==> src/rtl/blpwm_pkg.sv <==
package blpwm_pkg;

  // register addresses
  localparam logic [7:0] A_CTRL      = 8'h00;
  localparam logic [7:0] A_MODE      = 8'h01;
  localparam logic [7:0] A_LVL_HI    = 8'h02;
  localparam logic [7:0] A_LVL_LO    = 8'h03;
  localparam logic [7:0] A_EXP       = 8'h04;
  localparam logic [7:0] A_DIV       = 8'h05;
  localparam logic [7:0] A_CAP_MIN   = 8'h08;
  localparam logic [7:0] A_CAP_MAX   = 8'h09;
  localparam logic [7:0] A_CAP_FLAGS = 8'h0A;

  typedef enum logic [1:0] {
    SRC_PIN    = 2'd0,
    SRC_PRESET = 2'd1,
    SRC_REG    = 2'd2,
    SRC_VENDOR = 2'd3
  } src_e;

  typedef struct packed {
    logic [7:0]  div;
    logic [4:0]  exp;
    logic [15:0] lvl;
  } tone_t;

  // exponent limited to capability window
  function automatic logic [4:0] clamp_exp(input logic [4:0] v,
                                           input logic [4:0] lo,
                                           input logic [4:0] hi);
    if (v < lo) return lo;
    if (v > hi) return hi;
    return v;
  endfunction

  // divider of zero promoted to one
  function automatic logic [7:0] fix_div(input logic [7:0] v);
    return (v == 8'h00) ? 8'h01 : v;
  endfunction

  // top e bits of a left-aligned 16-bit level (e <= 16)
  function automatic logic [15:0] duty_code(input logic [15:0] lvl,
                                            input logic [4:0] e);
    logic [4:0] sh;
    sh = 5'd16 - e;
    return lvl >> sh;
  endfunction

  // full-scale detection per brightness width
  function automatic logic is_full(input logic [15:0] lvl, input bit wide);
    return wide ? (lvl == 16'hFFFF) : (lvl[15:8] == 8'hFF);
  endfunction

  // last step index of a 2^e step period
  function automatic logic [15:0] step_top(input logic [4:0] e);
    logic [16:0] t;
    t = (17'd1 << e) - 17'd1;
    return t[15:0];
  endfunction

endpackage

==> src/rtl/blpwm_regs.sv <==
module blpwm_regs
  import blpwm_pkg::*;
#(
  parameter bit WIDE_LVL = 1'b1,
  parameter int EXP_MIN  = 1,
  parameter int EXP_MAX  = 16,
  parameter int DEF_DIV  = 200,
  parameter int DEF_EXP  = 8
) (
  input  logic       clk,
  input  logic       rst_n,
  input  logic       we,
  input  logic [7:0] addr,
  input  logic [7:0] wdata,
  output logic [7:0] rdata,
  output logic       en_bit,
  output logic       freq_en,
  output src_e       src,
  output tone_t      shadow
);

  localparam logic [4:0] EXP_LO = 5'(EXP_MIN);
  localparam logic [4:0] EXP_HI = 5'(EXP_MAX);

  logic [7:0] lvl_hi_q;
  logic [7:0] lvl_lo_q;
  logic [7:0] div_q;
  logic [4:0] exp_q;

  // capability addresses have no write path
  always_ff @(posedge clk or negedge rst_n) begin
    if (!rst_n) begin
      en_bit   <= 1'b0;
      freq_en  <= 1'b0;
      src      <= SRC_PIN;
      lvl_hi_q <= 8'h00;
      div_q    <= 8'(DEF_DIV);
      exp_q    <= 5'(DEF_EXP);
    end else if (we) begin
      case (addr)
        A_CTRL:   en_bit   <= wdata[0];
        A_MODE: begin
          src     <= src_e'(wdata[1:0]);
          freq_en <= wdata[7];
        end
        A_LVL_HI: lvl_hi_q <= wdata;
        A_EXP:    exp_q    <= clamp_exp(wdata[4:0], EXP_LO, EXP_HI);
        A_DIV:    div_q    <= fix_div(wdata);
        default:  ;
      endcase
    end
  end

  // low brightness byte exists only in the wide variant
  generate
    if (WIDE_LVL) begin : g_wide
      always_ff @(posedge clk or negedge rst_n) begin
        if (!rst_n)                       lvl_lo_q <= 8'h00;
        else if (we && addr == A_LVL_LO)  lvl_lo_q <= wdata;
      end
    end else begin : g_narrow
      assign lvl_lo_q = 8'h00;
    end
  endgenerate

  always_comb begin
    case (addr)
      A_CTRL:      rdata = {7'd0, en_bit};
      A_MODE:      rdata = {freq_en, 5'd0, src};
      A_LVL_HI:    rdata = lvl_hi_q;
      A_LVL_LO:    rdata = lvl_lo_q;
      A_EXP:       rdata = {3'd0, exp_q};
      A_DIV:       rdata = div_q;
      A_CAP_MIN:   rdata = {3'd0, EXP_LO};
      A_CAP_MAX:   rdata = {3'd0, EXP_HI};
      A_CAP_FLAGS: rdata = {7'd0, WIDE_LVL};
      default:     rdata = 8'h00;
    endcase
  end

  assign shadow.div = div_q;
  assign shadow.exp = exp_q;
  assign shadow.lvl = {lvl_hi_q, lvl_lo_q};

endmodule

==> src/rtl/blpwm_gen.sv <==
module blpwm_gen
  import blpwm_pkg::*;
#(
  parameter bit WIDE_LVL = 1'b1,
  parameter int EXP_MAX  = 16,
  parameter int DEF_DIV  = 200,
  parameter int DEF_EXP  = 8,
  parameter int CW       = EXP_MAX
) (
  input  logic          clk,
  input  logic          rst_n,
  input  tone_t         shadow,
  input  logic          freq_en,
  input  logic          drive,
  output logic          pwm,
  output logic          period_end,
  output logic [7:0]    act_div,
  output logic [4:0]    act_exp,
  output logic [7:0]    pre_cnt,
  output logic [CW-1:0] per_cnt
);

  logic [7:0]    nxt_div;
  logic [4:0]    nxt_exp;
  logic [15:0]   act_duty;
  logic          act_full;
  logic          tick;
  logic [15:0]   top_w;
  logic [CW-1:0] cnt_top;

  // default pair when programmed frequency is not selected
  always_comb begin
    nxt_div = freq_en ? shadow.div : 8'(DEF_DIV);
    nxt_exp = freq_en ? shadow.exp : 5'(DEF_EXP);
  end

  assign top_w      = step_top(act_exp);
  assign cnt_top    = CW'(top_w);
  assign tick       = (pre_cnt == act_div - 8'd1);
  assign period_end = tick && (per_cnt == cnt_top);

  // prescaler and step counter
  always_ff @(posedge clk or negedge rst_n) begin
    if (!rst_n) begin
      pre_cnt <= 8'd0;
      per_cnt <= '0;
    end else begin
      pre_cnt <= tick ? 8'd0 : pre_cnt + 8'd1;
      if (tick) per_cnt <= period_end ? '0 : per_cnt + CW'(1);
    end
  end

  // shadow copied to active set only on the period's last cycle
  always_ff @(posedge clk or negedge rst_n) begin
    if (!rst_n) begin
      act_div  <= 8'(DEF_DIV);
      act_exp  <= 5'(DEF_EXP);
      act_duty <= 16'd0;
      act_full <= 1'b0;
    end else if (period_end) begin
      act_div  <= nxt_div;
      act_exp  <= nxt_exp;
      act_duty <= duty_code(shadow.lvl, nxt_exp);
      act_full <= is_full(shadow.lvl, WIDE_LVL);
    end
  end

  // gated compare
  assign pwm = drive && (act_full || (16'(per_cnt) < act_duty));

endmodule

==> src/rtl/backlight_pwm.sv <==
module backlight_pwm
  import blpwm_pkg::*;
#(
  parameter bit WIDE_LVL = 1'b1,
  parameter int EXP_MIN  = 1,
  parameter int EXP_MAX  = 16,
  parameter int DEF_DIV  = 200,
  parameter int DEF_EXP  = 8
) (
  input  logic       clk,
  input  logic       rst_n,
  input  logic       reg_we,
  input  logic [7:0] reg_addr,
  input  logic [7:0] reg_wdata,
  output logic [7:0] reg_rdata,
  output logic       bl_en_o,
  output logic       pwm_o
);

  localparam int CW = EXP_MAX;

  logic          en_bit;
  logic          freq_en;
  src_e          src;
  tone_t         shadow;
  logic          drive;
  logic          period_end;
  logic [7:0]    act_div;
  logic [4:0]    act_exp;
  logic [7:0]    pre_cnt;
  logic [CW-1:0] per_cnt;

  blpwm_regs #(
    .WIDE_LVL(WIDE_LVL), .EXP_MIN(EXP_MIN), .EXP_MAX(EXP_MAX),
    .DEF_DIV(DEF_DIV), .DEF_EXP(DEF_EXP)
  ) u_regs (
    .clk(clk), .rst_n(rst_n), .we(reg_we), .addr(reg_addr), .wdata(reg_wdata),
    .rdata(reg_rdata), .en_bit(en_bit), .freq_en(freq_en), .src(src),
    .shadow(shadow)
  );

  // only register source with lamp on may drive
  assign drive   = en_bit && (src == SRC_REG);
  assign bl_en_o = en_bit;

  blpwm_gen #(
    .WIDE_LVL(WIDE_LVL), .EXP_MAX(EXP_MAX), .DEF_DIV(DEF_DIV),
    .DEF_EXP(DEF_EXP), .CW(CW)
  ) u_gen (
    .clk(clk), .rst_n(rst_n), .shadow(shadow), .freq_en(freq_en),
    .drive(drive), .pwm(pwm_o), .period_end(period_end),
    .act_div(act_div), .act_exp(act_exp), .pre_cnt(pre_cnt),
    .per_cnt(per_cnt)
  );

endmodule

==> config.mk <==
export PLATFORM = sky130hd
export DESIGN_NAME = backlight_pwm
export DESIGN_NICKNAME = d
export VERILOG_FILES = /design/src/rtl/blpwm_pkg.sv /design/src/rtl/blpwm_regs.sv /design/src/rtl/blpwm_gen.sv /design/src/rtl/backlight_pwm.sv
export SDC_FILE = /design/constraint.sdc
export NUM_CORES = 1
export LEC_CHECK = 0
export ABC_CLOCK_PERIOD_IN_PS = 3300
export BUFFER_PORTS_ARGS = -buffer_cell sky130_fd_sc_hd__buf_2
export CAP_MARGIN = 20
export CORE_ASPECT_RATIO = 1.75
export CORE_MARGIN = 3
export CORE_UTILIZATION = 45
export DETAILED_ROUTE_END_ITERATION = 10
export PLACE_DENSITY = 0.67
export SLEW_MARGIN = 20
export SYNTH_ARGS = -nofsm -noshare
export SYNTH_HDL_FRONTEND = slang
export SYNTH_HIERARCHICAL = 1
export SYNTH_SLANG_ARGS = --single-unit
==> constraint.sdc <==
create_clock -name clk -period 3.3 [get_ports clk]
set_input_delay 0.165 -clock clk [delete_from_list [all_inputs] [get_ports clk]]
set_output_delay 0.165 -clock clk [all_outputs]
set_load 0.02 [all_outputs]
Yosys cells after proc, flatten, opt, wreduce, memory -nomap -nowiden --
Index checks and enable logic that the tools add are counted.
Storage, ports and cells: register bits 87, output and inout bits 10, word-level logic and storage cells 65
Operators by class: add/sub/neg operators 5, magnitude comparators 3, equal/unequal tests 12, shift operators 2, multiplexer cells 17, reductions and logical operators 13
Operator list (number):
- case mux 8 bit (8 select lines) | 1
- 2-to-1 mux 5 bit | 5
- equality test 8 x 4 -> 1 bit (second input constant) | 3
- 2-to-1 mux 8 bit | 3
- adder 16 x 1 -> 16 bit (second input constant) | 1
- equality test 16 bit | 1
- equality test 16 bit (second input constant) | 1
- equality test 8 x 2 -> 1 bit (second input constant) | 2
- equality test 8 x 3 -> 1 bit (second input constant) | 2
- zero test 8 bit | 2
- < comparator 16 bit | 1
- 2-to-1 mux 16 bit | 1
- left shift 1 x 5 -> 16 bit (first input constant) | 1
- >> shifter 16 x 5 -> 16 bit | 1
- subtractor 16 x 1 -> 16 bit (second input constant) | 1
- AND reduction 2 bit | 5
- adder 8 x 1 -> 8 bit (second input constant) | 1
- equality test 8 x 1 -> 1 bit (second input constant) | 1
- equality test 8 bit | 1
- subtractor 8 x 1 -> 8 bit (second input constant) | 1
- 2-to-1 mux 1 bit | 7
- > comparator 5 bit (second input constant) | 1
- < comparator 5 x 1 -> 1 bit (second input constant) | 1
- subtractor 5 bit (first input constant) | 1
- other kinds (4) | 7

Logic depth before layout (Yosys ltp) --
Gate-level depths: netlist of the first run.
depth after elaboration 9, gate-level depth with buffers 15, mapped depth without buffers 10

Hierarchy --
The synthesis of the first run kept the hierarchy.
Modules (own cells, without submodules):
- blpwm_gen | times used 1, cells each 498, area an instance 4543.1 um^2, seq. area each 1356.3 um^2
- blpwm_regs | times used 1, cells each 136, area an instance 1732.9 um^2, seq. area each 830.8 um^2
- backlight_pwm | times used 1, cells each 1, area an instance 8.8 um^2, seq. area each 0.0 um^2

Worst setup path before layout of the first run --
Ideal clock, no wire load.
path type register -> register, start point register u_gen.act_exp[4], end point register u_gen.act_duty[0], setup time 125 ps, arrival time 3048 ps, slack 127 ps, stages on the path, launching flop included 15, path buffers 4, period minus slack after synthesis 3173 ps, path through dfrtp_1 > buf_2 > buf_2 > inv_1 > nand3_1 > ha_1 > or4_1 > a211oi_2 > o21ai_1 > a211oi_1 > nor4b_4 > nand2b_1 > buf_2 > buf_6 > mux2_4
Between the ends: cells in the longest elaborated chain, start to end 4
Ends and longest elaborated chain:
- start: declaration | RTL line blpwm_gen.sv:18 | output logic [4:0] act_exp,
- start signal: assignment | RTL line blpwm_gen.sv:57 | act_exp <= 5'(DEF_EXP);
- start signal: assignment | RTL line blpwm_gen.sv:62 | act_exp <= nxt_exp;
- left shift 1 x 5 -> 16 bit | RTL line blpwm_pkg.sv:57 | t = (17'd1 << e) - 17'd1;
- subtractor 16 x 1 -> 16 bit | RTL line blpwm_pkg.sv:57
- equality test 16 bit | RTL line blpwm_gen.sv:40 | assign period_end = tick && (per_cnt == cnt_top);
- logical AND 1 bit | RTL line blpwm_gen.sv:40
- end signal: assignment | RTL line blpwm_gen.sv:63 | act_duty <= duty_code(shadow.lvl, nxt_exp);
- end: declaration | RTL line blpwm_gen.sv:25 | logic [15:0] act_duty;
Every way passes these cells. A chain may end at the register's enable or synchronous reset.

Final worst setup path of the first run --
start point register u_gen.act_exp[2], end point register u_gen.act_duty[7]
The elaborated chain is that of the path after synthesis.

==> results_dict.tcl, run 1 <==
set metrics [dict create \
    slew_violations 0 \
    syn_area_per_cell_um2 9.91 \
    grt_overflow_total 0 \
    cp-start-kind "register" \
    cts_buffer_depth 2 \
    grt_max_degree 39 \
    worstHoldStart "reg_wdata[0]" \
    finalInstanceArea_um2 6910 \
    die_w_um 95.3 \
    r2r_slack_ns 0.17 \
    place_ws_ns 0.0779 \
    antenna_found_initial 0 \
    synth_area_um2 6280 \
    core_um2 13500 \
    dieArea_um2 15500 \
    crit_fanout 30 \
    die_h_um 162 \
    grt_pass1_vias 5081 \
    firstDrtPassIters 5 \
    cts_root_buf "clkbuf_16" \
    dp_hpwl_mm 11.8 \
    placed_area_um2 6610 \
    fin_worst_hold_slack_ns 0.155 \
    whs_endpoint "u_regs/en_bit" \
    critPathKind "register to register" \
    finalWirelength_mm 15.4 \
    cts.sink_count 87 \
    cts_buffers 9 \
    relSlewSlack 0.609 \
    drtIter0Drc 206 \
    row_count 56 \
    whs_path_depth 2 \
    grt_usage 0.208 \
    area_growth_pct 9.94 \
    fin_crit_sh 0.949 \
    viasPerCell 6.03 \
    clk_pin_slew_ns 0.07 \
    fill_cells 1222 \
    setup_viol 0 \
    hold_viol 0 \
    ant_nets 0 \
    yosys_warnings 6 \
    finalWorstSetupSlack_ns 0.168 \
    gp_congestion 0.925 \
    finalNetCount 695 \
    cts_tree "built" \
    worstReg2RegEnd "u_gen/act_duty[7]" \
    drive_gt1_frac 0.221 \
    finalPower_w 0.00223 \
    power.density_nw_per_um2 324 \
    fin_setup_tns_ns 0 \
    ir_drop_uv 341 \
    num_antenna_cells 0 \
    maxCapViolCount 0 \
    leakagePower_nw 3.32 \
    run_status "finished clean" \
    io_pins 29 \
    r2r-start "u_gen/act_exp[2]" \
    wl_per_cell_um 18.5 \
    fin_worst_skew_ns 0.0139 \
    min_period_ns 3.13 \
    worstPathRequired_ns 3.52 \
    drc 0 \
    grt_first_pass_wirelength_mm 25.1 \
    initial_utilization 0.464 \
    port_buffers 28 \
    synth_nets 673 \
    end_kind "register" \
    fmax_mhz 319 \
    hp-class "input port to register" \
    arrival_ns 3.35 \
    worst_r2r_path_depth 11 \
    worst_pin_slew_ns 0.578 \
    insertion_delay_ns 0.34 \
    vias 5038 \
    ctsHtreeMaxLevel 3 \
    synth_cells 634 \
]
==> state kept, by name (all words and copies together) (netlist names) <==
register,cells
u_gen/act_full,1
u_gen/per_cnt,16
u_gen/act_div,8
u_gen/act_duty,16
u_gen/act_exp,5
u_regs/lvl_hi_q,8
u_regs/exp_q,5
u_regs/freq_en,1
u_gen/pre_cnt,8
u_regs/lvl_lo_q,8
u_regs/src,2
u_regs/en_bit,1
u_regs/div_q,8
==> metal layers <==
| layer | GRT usage | vias to the layer above | wire [µm] |
|---|---|---|---|
| met3 | 0.0250 | 53 | 476 |
| met2 | 0.377 | 154 | 8410 |
| met5 | 0 | - | 0 |
| li1 | - | 2380 | - |
| met4 | 0.134 | 0 | 886 |
| met1 | 0.220 | 2451 | 5650 |
==> per-stage QoR <==
stage,instances,utilization
final,835,0.511
after global routing,835,0.511
after detailed placement,818,0.488
after global placement,818,0.488
after floorplan,634,-
after CTS,835,0.510
==> final cells by class <==
type                       instances  area [µm²]  share of cell area
clock inverter                     6        51.3             0.00743
timing repair buffer              48         320              0.0464
clock buffer                      10         229              0.0332
sequential                        87        2190               0.317
inverter                          28         105              0.0152
multi-input combinational        482        3790               0.550
tap                              174         218              0.0315
==> cells in the final DEF, fill, tap and decap left out, types with 19 or more instances in the layout <==
| master | instances |
|---|---|
| a21o_1 | 19 |
| buf_2 | 27 |
| ha_1 | 20 |
| mux2_2 | 41 |
| nor2_1 | 20 |
| nand3_1 | 23 |
| dfrtp_1 | 79 |
| a21oi_1 | 25 |
| mux2i_1 | 46 |
| nand2_1 | 54 |
| inv_1 | 28 |
==> where the power goes <==
group	switching [W]	internal (W)	total (W)
sequential	0.0000275	0.00109	0.00111
combinational	0.0000931	0.0000655	0.000159
clock	0.000441	0.000521	0.000962
==> critical path, stage by stage (launching register included) <==
cell and delay (ns):
dfrtp_1 0.40, nor3_2 0.26, nand3_1 0.12, ha_1 0.25, or4_1 0.56, a211oi_2 0.22
o21ai_1 0.13, a211oi_2 0.19, nor4b_4 0.26, nand2b_2 0.11, buf_12 0.20, mux2_4 0.31
==> what timing repair did <==
action | in CTS | in global routing
resized for setup | 0 | 2
buffers inserted | 0 | 0
hold buffers | 1 | 0
setup endpoints to repair | 0 | 17
endpoints found under the hold margin | 28 | 0
==> worst max path at each step <==
| stage | from | end | cells after the start |
|---|---|---|---|
| floorplan | u_gen/act_exp[4] | u_gen/act_duty[0] | 14 |
| global placement | u_gen/act_exp[1] | u_gen/act_duty[12] | 11 |
| detailed placement | u_gen/act_exp[1] | u_gen/act_duty[12] | 11 |
| CTS | u_gen/act_exp[1] | u_gen/act_exp[0] | 11 |
| global route | u_gen/act_exp[2] | u_gen/act_duty[4] | 11 |
| finish | u_gen/act_exp[2] | u_gen/act_duty[7] | 11 |
Note: power is estimated with default switching activity, not from simulation.
==> run 2, diff against run 1 <==
--- a/config.mk
+++ b/config.mk
@@ -11,8 +11,9 @@
 export CORE_ASPECT_RATIO = 1.75
 export CORE_MARGIN = 3
 export CORE_UTILIZATION = 45
+export CTS_BUF_LIST = sky130_fd_sc_hd__clkbuf_8
 export DETAILED_ROUTE_END_ITERATION = 10
-export PLACE_DENSITY = 0.67
+export PLACE_DENSITY_LB_ADDON = 0.1
 export SLEW_MARGIN = 20
 export SYNTH_ARGS = -nofsm -noshare
 export SYNTH_HDL_FRONTEND = slang
==> run 2 against run 1 <==
Effect of this change: register-to-register slack better by 0.04 ns; sequential cell count unchanged; first-iteration DRC count down 17%; setup slack better by 0.037 ns; combinational power about the same; sequential share of layout area up 0.41 points; die area unchanged; largest cell class unchanged; clock skew up 0.0055 ns; critical path depth unchanged; clock power down 22%; wire length down 1.3%; count of clock-buffer cells in the layout down 1.
==> results_dict.tcl, run 2 (same netlist as run 1, synthesis figures left out) <==
set metrics [dict create \
    viasPerCell 5.85 \
    gp_congestion 0.936 \
    power.density_nw_per_um2 296 \
    core_um2 13500 \
    row_count 56 \
    cts_buffers 9 \
    ant_nets 0 \
    ir_drop_uv 236 \
    grt_max_degree 76 \
    dieArea_um2 15500 \
    finalPower_w 0.00202 \
    hp-class "input port to register" \
    instances_no_fill 836 \
    num_antenna_cells 0 \
    cp-start-kind "register" \
    drc 0 \
    run_status "finished clean" \
    fin_worst_skew_ns 0.0195 \
    antenna_found_initial 0 \
    drtIter0Drc 170 \
    post_cts_buffers 0 \
    clk_pin_slew_ns 0.10 \
    rsz0062_at_grt "false" \
    critPathKind "register to register" \
    io_pins 29 \
    slew_violations 0 \
    fin_setup_tns_ns 0 \
    grt_overflow_total 0 \
    area_growth_pct 8.55 \
    arrival_ns 3.34 \
    end_kind "register" \
    initial_utilization 0.464 \
    cts.sink_count 87 \
    grt_first_pass_wirelength_mm 25.1 \
    setup_viol 0 \
    vias 4894 \
    cts_buffer_depth 2 \
    insertion_delay_ns 0.37 \
    leakagePower_nw 3.28 \
    grt_usage 0.208 \
    min_period_ns 3.09 \
    worst_pin_slew_ns 0.947 \
    fin_crit_sh 0.938 \
    final_cell_mix "79 x dfrtp_1, 54 x nand2_1, 46 x mux2i_1" \
    final_common_cell "dfrtp_1" \
    grt_pass1_vias 4913 \
    wl_per_cell_um 18.2 \
    cts_root_buf "clkbuf_8" \
    port_buffers 28 \
    worstPathRequired_ns 3.55 \
    cts_tree "built" \
    die_h_um 162 \
    relSlewSlack 0.369 \
    finalNetCount 696 \
    dp_hpwl_mm 11.7 \
    dp.cells 819 \
    firstDrtPassIters 5 \
    maxCapViolCount 0 \
    drive_gt1_frac 0.224 \
    fmax_mhz 323 \
    ctsHtreeMaxLevel 3 \
    finalWirelength_mm 15.2 \
    top_regs "u_gen/act_duty x16, u_gen/per_cnt x16" \
    crit_fanout 30 \
    die_w_um 95.3 \
    utilization 0.504 \
    hold_viol 0 \
]
-- run 2: worst max-delay path, cell delays in order, from the launching register on --
cell and delay, ns:
dfrtp_1 0.40, nor3_2 0.23, nand3_1 0.11, ha_1 0.25, or4_1 0.55, a211oi_2 0.21, o21ai_1 0.11, a211oi_1 0.23
nor4b_4 0.27, nand2b_2 0.11, buf_12 0.19, mux2_4 0.31
-- run 2: per-layer routing --
layer / part of all wire / vias to the layer above / wire length (µm) / GRT usage
li1: - / 2372 / - / -
met1: 0.39 / 2393 / 5880 / 0.238
met2: 0.54 / 93 / 8260 / 0.371
met3: 0.026 / 36 / 395 / 0.0232
met4: 0.045 / 0 / 684 / 0.104
met5: 0 / - / 0 / 0
-- run 2: where the power goes --
group	switching, W	internal, W	leakage [nW]
logic	0.0000940	0.0000654	2.02
clock network	0.000453	0.000298	0.0970
registers	0.0000254	0.00109	1.17
total	0.000572	0.00145	3.28
-- run 2: final timing paths --
kind                             startpoint                 end  slack, ns  cells after the start
max in group asynchronous             rst_n  u_regs/lvl_lo_q[1]       2.14                      3
min in group asynchronous             rst_n     u_regs/div_q[0]       0.47                      2
setup / recovery           u_gen/act_exp[1]    u_gen/act_exp[0]       0.21                     11
hold reg to reg               u_regs/src[0]       u_regs/src[0]       0.53                      1
setup reg to reg           u_gen/act_exp[1]    u_gen/act_exp[0]       0.21                     11
hold / removal                 reg_wdata[6]     u_regs/div_q[6]       0.13                      2
-- run 2: what timing repair did --
action	CTS	global route
hold buffers	1	0
resized for setup	0	2
setup endpoints to repair	0	21
endpoints found under the hold margin	65	0
-- run 2: cell type report --
cell class	instances	area, µm²
multi-input combinational	482	3800
fill	1248	6710
clock buffer	9	124
sequential	87	2190
clock inverter	7	72.6
timing repair buffer	49	315
tap	174	218
inverter	28	105
-- run 2: metrics by stage --
stage	hold slack, ns	setup slack (ns)	instance area (µm²)
CTS	0.121	0.100	6810
global placement	0.362	0.199	6600
global route	0.119	0.0446	6820
finish	0.126	0.205	6820
floorplan	-0.131	0.127	6280
detailed placement	0.375	0.115	6600
